File: config.mk
export PLATFORM = sky130hd
export DESIGN_NAME = gp_cmp_timer
export DESIGN_NICKNAME = d
export VERILOG_FILES = /design/src/rtl/gpt_pkg.sv /design/src/rtl/gpt_ctrl_regs.sv /design/src/rtl/gpt_counter.sv /design/src/rtl/gpt_flags.sv /design/src/rtl/gp_cmp_timer.sv
export SDC_FILE = /design/constraint.sdc
export NUM_CORES = 1
export LEC_CHECK = 0
export BUFFER_PORTS_ARGS = -buffer_cell sky130_fd_sc_hd__buf_4
export CAP_MARGIN = 20
export CORE_ASPECT_RATIO = 0.5
export CORE_MARGIN = 3
export CORE_UTILIZATION = 24
export DETAILED_ROUTE_END_ITERATION = 16
export PLACE_DENSITY = 0.4
export SYNTH_ARGS = -nofsm -noshare
export SYNTH_HDL_FRONTEND = slang
export SYNTH_SLANG_ARGS = --single-unit
File: constraint.sdc
create_clock -name clk -period 3.6 [get_ports clk]
set_clock_uncertainty 0.1 [all_clocks]
set_input_delay 0 -clock clk [delete_from_list [all_inputs] [get_ports clk]]
set_output_delay 0 -clock clk [all_outputs]
set_load 0.02 [all_outputs]
File: src/rtl/gpt_pkg.sv
package gpt_pkg;
  localparam int DATA_W = 32;
  localparam int IDX_W  = 4;
  typedef logic [IDX_W-1:0] idx_t;

  // register word indices
  localparam idx_t IDX_CTRL = 4'd0;
  localparam idx_t IDX_PRE  = 4'd1;
  localparam idx_t IDX_STAT = 4'd2;
  localparam idx_t IDX_MASK = 4'd3;
  localparam idx_t IDX_CMP  = 4'd4;
  localparam idx_t IDX_CNT  = 4'd9;

  // control bits with behaviour
  localparam int B_EN      = 0;
  localparam int B_ZERO_ON = 1;
  localparam int B_DBG     = 2;
  localparam int B_WAIT    = 3;
  localparam int B_DOZE    = 4;
  localparam int B_FREERUN = 9;
  localparam int B_SWR     = 15;

  // status / mask bit positions
  localparam int F_CMP = 0;
  localparam int F_ROV = 5;

  localparam logic [DATA_W-1:0] SWR_DROP =
    (DATA_W'(1) << B_EN)   | (DATA_W'(1) << B_DBG) | (DATA_W'(1) << B_WAIT) |
    (DATA_W'(1) << B_DOZE) | (DATA_W'(1) << B_SWR);
endpackage

File: src/rtl/gpt_ctrl_regs.sv
module gpt_ctrl_regs
  import gpt_pkg::*;
#(
  parameter int CNT_W = 32
) (
  input  logic              clk,
  input  logic              rst_n,
  input  logic              wr_en,
  input  idx_t              wr_idx,
  input  logic [DATA_W-1:0] wr_data,
  output logic [DATA_W-1:0] ctrl_q,
  output logic [DATA_W-1:0] pre_q,
  output logic [DATA_W-1:0] mask_q,
  output logic [CNT_W-1:0]  cmp_q,
  output logic              swr,
  output logic              zero_req,
  output logic              stat_wr
);
  logic ctrl_wr;
  logic en_rise_zero;

  assign ctrl_wr      = wr_en && (wr_idx == IDX_CTRL);
  assign swr          = ctrl_wr && wr_data[B_SWR];
  assign en_rise_zero = ctrl_wr && !wr_data[B_SWR] && !ctrl_q[B_EN] &&
                        wr_data[B_EN] && wr_data[B_ZERO_ON];
  assign zero_req     = swr || en_rise_zero;
  assign stat_wr      = wr_en && (wr_idx == IDX_STAT);

  always_ff @(posedge clk) begin
    if (!rst_n) begin
      ctrl_q <= '0;
    end else if (swr) begin
      ctrl_q <= wr_data & ~SWR_DROP;
    end else if (ctrl_wr) begin
      ctrl_q <= wr_data;
    end
  end

  always_ff @(posedge clk) begin
    if (!rst_n || swr) begin
      pre_q  <= '0;
      mask_q <= '0;
      cmp_q  <= '0;
    end else if (wr_en) begin
      if (wr_idx == IDX_PRE)  pre_q  <= wr_data;
      if (wr_idx == IDX_MASK) mask_q <= wr_data;
      if (wr_idx == IDX_CMP)  cmp_q  <= wr_data[CNT_W-1:0];
    end
  end

  AST_SWR_DISABLES: assert property (@(posedge clk) disable iff (!rst_n)
    swr |=> !ctrl_q[B_EN]) else $error("swr left enable set");
endmodule

File: src/rtl/gpt_counter.sv
module gpt_counter
  import gpt_pkg::*;
#(
  parameter int CNT_W = 32
) (
  input  logic             clk,
  input  logic             rst_n,
  input  logic             en,
  input  logic             tick_en,
  input  logic             restart,
  input  logic             zero_req,
  input  logic [CNT_W-1:0] cmp,
  output logic [CNT_W-1:0] cnt_q,
  output logic             cmp_evt,
  output logic             rov_evt
);
  localparam logic [CNT_W-1:0] CNT_MAX = '1;

  logic             adv;
  logic [CNT_W-1:0] nxt;

  assign adv     = en && tick_en;
  assign nxt     = (restart && (cnt_q == cmp)) ? '0 : cnt_q + CNT_W'(1);
  assign cmp_evt = adv && (nxt == cmp);
  assign rov_evt = adv && (cnt_q == CNT_MAX);

  always_ff @(posedge clk) begin
    if (!rst_n || zero_req) begin
      cnt_q <= '0;
    end else if (adv) begin
      cnt_q <= nxt;
    end
  end

  AST_IDLE_HOLD: assert property (@(posedge clk) disable iff (!rst_n)
    (!adv && !zero_req) |=> $stable(cnt_q)) else $error("counter moved while idle");
  AST_RESTART_ZERO: assert property (@(posedge clk) disable iff (!rst_n)
    (adv && restart && !zero_req && (cnt_q == cmp)) |=> (cnt_q == '0)) else $error("no restart");
  AST_WRAP_ZERO: assert property (@(posedge clk) disable iff (!rst_n)
    (rov_evt && !zero_req) |=> (cnt_q == '0)) else $error("wrap not zero");
endmodule

File: src/rtl/gpt_flags.sv
module gpt_flags
  import gpt_pkg::*;
(
  input  logic              clk,
  input  logic              rst_n,
  input  logic              swr,
  input  logic              stat_wr,
  input  logic [DATA_W-1:0] wr_data,
  input  logic              cmp_evt,
  input  logic              rov_evt,
  input  logic              en,
  input  logic [DATA_W-1:0] mask,
  output logic              cmp_flag,
  output logic              rov_flag,
  output logic              irq
);
  logic clr_cmp;
  logic clr_rov;

  assign clr_cmp = stat_wr && wr_data[F_CMP];
  assign clr_rov = stat_wr && wr_data[F_ROV];

  always_ff @(posedge clk) begin
    if (!rst_n || swr) begin
      cmp_flag <= 1'b0;
      rov_flag <= 1'b0;
    end else begin
      cmp_flag <= (cmp_flag && !clr_cmp) || cmp_evt;
      rov_flag <= (rov_flag && !clr_rov) || rov_evt;
    end
  end

  assign irq = en && ((cmp_flag && mask[F_CMP]) || (rov_flag && mask[F_ROV]));

  AST_CMP_SET_WINS: assert property (@(posedge clk) disable iff (!rst_n)
    (cmp_evt && !swr) |=> cmp_flag) else $error("compare flag lost");
  AST_ROV_SET_WINS: assert property (@(posedge clk) disable iff (!rst_n)
    (rov_evt && !swr) |=> rov_flag) else $error("rollover flag lost");
  AST_W1C_CLEARS: assert property (@(posedge clk) disable iff (!rst_n)
    (clr_cmp && !cmp_evt) |=> !cmp_flag) else $error("w1c failed");
endmodule

File: src/rtl/gp_cmp_timer.sv
module gp_cmp_timer
  import gpt_pkg::*;
#(
  parameter int CNT_W = 32
) (
  input  logic              clk,
  input  logic              rst_n,
  input  logic              tick_en,
  input  logic              wr_en,
  input  logic [IDX_W-1:0]  wr_idx,
  input  logic [DATA_W-1:0] wr_data,
  input  logic [IDX_W-1:0]  rd_idx,
  output logic [DATA_W-1:0] rd_data,
  output logic              irq
);
  logic [DATA_W-1:0] ctrl_q, pre_q, mask_q, stat_word;
  logic [CNT_W-1:0]  cmp_q, cnt_q;
  logic              swr, zero_req, stat_wr;
  logic              cmp_evt, rov_evt, cmp_flag, rov_flag;

  gpt_ctrl_regs #(.CNT_W(CNT_W)) u_regs (
    .clk(clk), .rst_n(rst_n), .wr_en(wr_en), .wr_idx(wr_idx), .wr_data(wr_data),
    .ctrl_q(ctrl_q), .pre_q(pre_q), .mask_q(mask_q), .cmp_q(cmp_q),
    .swr(swr), .zero_req(zero_req), .stat_wr(stat_wr)
  );

  gpt_counter #(.CNT_W(CNT_W)) u_cnt (
    .clk(clk), .rst_n(rst_n), .en(ctrl_q[B_EN]), .tick_en(tick_en),
    .restart(!ctrl_q[B_FREERUN]), .zero_req(zero_req), .cmp(cmp_q),
    .cnt_q(cnt_q), .cmp_evt(cmp_evt), .rov_evt(rov_evt)
  );

  gpt_flags u_flags (
    .clk(clk), .rst_n(rst_n), .swr(swr), .stat_wr(stat_wr), .wr_data(wr_data),
    .cmp_evt(cmp_evt), .rov_evt(rov_evt), .en(ctrl_q[B_EN]), .mask(mask_q),
    .cmp_flag(cmp_flag), .rov_flag(rov_flag), .irq(irq)
  );

  always_comb begin
    stat_word        = '0;
    stat_word[F_CMP] = cmp_flag;
    stat_word[F_ROV] = rov_flag;
  end

  always_comb begin
    unique case (rd_idx)
      IDX_CTRL: rd_data = ctrl_q;
      IDX_PRE:  rd_data = pre_q;
      IDX_STAT: rd_data = stat_word;
      IDX_MASK: rd_data = mask_q;
      IDX_CMP:  rd_data = DATA_W'(cmp_q);
      IDX_CNT:  rd_data = DATA_W'(cnt_q);
      default:  rd_data = '0;
    endcase
  end

  AST_SWR_CLEARS: assert property (@(posedge clk) disable iff (!rst_n)
    swr |=> (cnt_q == '0 && !cmp_flag && !rov_flag && !irq)) else $error("swr incomplete");
  AST_ZERO_ON_ENABLE: assert property (@(posedge clk) disable iff (!rst_n)
    (wr_en && wr_idx == IDX_CTRL && !ctrl_q[B_EN] && wr_data[B_EN] && wr_data[B_ZERO_ON])
      |=> (cnt_q == '0)) else $error("enable did not zero");
  AST_IRQ_NEEDS_FLAG: assert property (@(posedge clk) disable iff (!rst_n)
    irq |-> (cmp_flag || rov_flag)) else $error("irq without flag");
endmodule

==> results.cfg <==
[setup_path]
cpPeakStageDelay_ns = 0.61
critical_path_class = flop to flop
critPathBufInv = 0
critPathMaxFanout = 8
cp_common_cell = nand4_1
cp.required_ns = 3.87
r2r_start = u_cnt.cnt_q[0]
start_kind = flop
r2r_end = u_flags.cmp_flag
crit_chain = ha_1 > nand3_1 > or4_4 > xor2_1 > a22oi_1 > nand4_1 > a2111oi_2 > and4b_1 > nand4_1 > o31ai_2
crit_slowest_cell = or4_4
rrSetupSlack_ns = 0.33
cp.arrival_ns = 3.54
path_delay_family = simple AND/OR/NAND/NOR gates
endpoint_kind = flop
r2r_cells = 10

[die]
fp.dieH_um = 138
initial_core_util = 0.249
core_region_area_um2 = 33800
io_pins = 77
row_count = 47
die_area_um2 = 37500
die_w_um = 271

[finish]
n_fill_cell = 3637
num_antenna_cells = 0
syn_to_final_growth_pct = 26.8
nets = 1260
layout-drive-gt1-share = 0.154
final_util = 0.316
final_area_um2 = 10700
fin_cells = 1693

[synthesis]
synthDistinctLibCells = 64
synth-seq-cells = 162
syn_avg_cell_area_um2 = 7.52
synthAdderAreaFrac = 0.00149
syn_inst = 1120
synth_flop_cell = dfxtp_1
ys_async_sr_fraction = 0
yosysWarnings = 0
synth_top_family_by_area = simple AND/OR/NAND/NOR gates
synth_compound_area_frac = 0.231
synth_edf_count = 0
syn-num-nets = 1165
synth-xor-area-share = 0.0624
yosysSeqAreaShare = 0.385
muxShareOfSynthArea = 0.00520
syn_area_um2 = 8420
synthSimpleGateAreaFrac = 0.265

[power_and_ir_drop]
powerDensity_nw_per_um2 = 388
ir_drop_uv = 360
p_leak_nw = 3.86

[route]
ant_nets = 0
wl_per_cell_um = 22.7
drc_errors = 0
routed_wl_um = 38500
initialDrtViolationCount = 1134
via_per_inst = 5.24
drt_first_pass_iters = 6
route.vias.total = 8866

[clocking]
htree_levels = 4
cts_root_buf = clkbuf_16
clkSlewWorstSetupHoldPaths_ns = 0.07
cts_buffers = 17
cts_tree = built
cts_buffer_depth = 2
cts.sinks = 162
clk_latency_ns = 0.45

[timing]
min_period_ns = 3.27
slew_viol_final = 0
rsz0062_at_grt = false
hold_viol_final = 0
worst_hold_slack_ns = 0.0375
slew_headroom = 0.385
setup_viol = 0
fmax_mhz = 306
worst-slew-pin-transition_ns = 0.922
layout_worst_path_cycle_share = 0.908
setup_tns_ns = 0

[grt]
grt_pass1_vias = 8162
antenna_found_initial = 0
grt_pass1_wl_um = 56200
grt_overflow_total = 0
grt_max_degree = 57
grt_use_total = 0.201

[hold_path]
holdPathStages = 3
min_to = u_regs.ctrl_q[6]
hold_start = rst_n
hold_class = input pin to flop

[placed_design]
place_area_um2 = 9700
hpwl_um = 27600
port_buffers = 76
dp.cells = 1624
gp_congestion = 0.918

[flow_run]
cap_viol_max_count = 0

[run_status]
outcome = finished clean
Yosys cell counts, drive strengths merged (18+ instances only):
| library cell | number | area, um^2 |
|---|---|---|
| a222oi | 31 | 310 |
| clkbuf | 76 | 285 |
| buf | 19 | 100 |
| xor2 | 40 | 350 |
| o21ai | 35 | 175 |
| xnor2 | 20 | 175 |
| nor4 | 18 | 131 |
| a21boi | 27 | 203 |
| a21oi | 144 | 721 |
| nand3 | 23 | 120 |
| a22oi | 37 | 278 |
| nand2 | 304 | 1140 |
| dfxtp | 162 | 3240 |
| nor2 | 41 | 154 |
| or3 | 19 | 119 |
state kept, by name, indices dropped and copies added, names as in the netlist:
register,flops
u_regs.pre_q,32
u_flags.cmp_flag,1
u_flags.rov_flag,1
u_regs.ctrl_q,32
u_cnt.cnt_q,32
u_regs.mask_q,32
u_regs.cmp_q,32
cells in the final DEF, fill, tap and decap left out, types with 31 or more instances in the layout:
cell	count
buf_4	132
dlygate4sd3_1	36
nor2_1	40
dfxtp_1	162
a21oi_1	144
xor2_1	40
o21ai_0	33
nand2_1	304
a22oi_1	37
a222oi_1	31
repair_timing:
item,CTS,global route
gates resized for setup,0,0
buffers inserted,0,0
setup endpoints to repair,0,0
hold endpoints to repair,129,0
hold buffers,36,0
how the worst max path moves through the flow:
stage                   startpoint               end  slack (ns)  cells past startpoint
detailed placement  u_cnt.cnt_q[0]  u_flags.cmp_flag        0.36                     10
global placement    u_cnt.cnt_q[0]  u_flags.cmp_flag        0.35                     10
floorplan           u_cnt.cnt_q[0]  u_flags.cmp_flag        0.82                     10
global route        u_cnt.cnt_q[0]  u_flags.cmp_flag        0.13                     10
finish              u_cnt.cnt_q[0]  u_flags.cmp_flag        0.33                     10
CTS                 u_cnt.cnt_q[0]  u_flags.cmp_flag        0.34                     10
cells by family (layout without fill, tap and decap cells):
kind of cell,Yosys count,after routing
flip-flops,162,162
multiplexers,4,4
XOR/XNOR,60,60
adder cells (fa/ha/maj),1,1
buffers and inverters,104,212
AND/OR/NAND/NOR,485,485
AO/OA/AOI/OAI,304,304
per-layer routing:
layer / share of wire / routed length, um / up-vias / global-route usage
met5: 0 / 0 / - / 0
met4: 0.011 / 437 / 0 / 0.0414
met3: 0.081 / 3130 / 30 / 0.0540
met2: 0.39 / 15100 / 316 / 0.270
met1: 0.51 / 19800 / 4370 / 0.313
li1: - / - / 4150 / -
per-stage QoR:
step	power (mW)	setup WS, ns
floorplan	2.04	0.824
global placement	2.22	0.353
detailed placement	2.22	0.358
CTS	4.18	0.340
global route	4.28	0.130
finish	4.14	0.330
power by group:
part           internal [mW]  total (mW)  leakage [nW]  switching (mW)
sequential              1.81        1.82          1.31          0.0148
combinational          0.145       0.388          2.26           0.244
clock                   1.05        1.93         0.287           0.876
cell type report:
type	count	area, um^2	area share
sequential	162	3240	0.304
clock buffer	19	433	0.0405
multi-input combinational	854	4810	0.451
inverter	9	33.8	0.00316
clock inverter	13	169	0.0158
tap	465	582	0.0545
timing repair buffer	171	1400	0.131
worst register-to-register path: stages (launching register included):
cell and delay [ns]:
dfxtp_1 0.48, ha_1 0.29, nand3_1 0.29, or4_4 0.62, xor2_1 0.18, a22oi_1 0.19, nand4_1 0.15, a2111oi_2 0.37
and4b_1 0.25, nand4_1 0.10, o31ai_2 0.18
No activity file was read; power rests on OpenSTA's default activity.
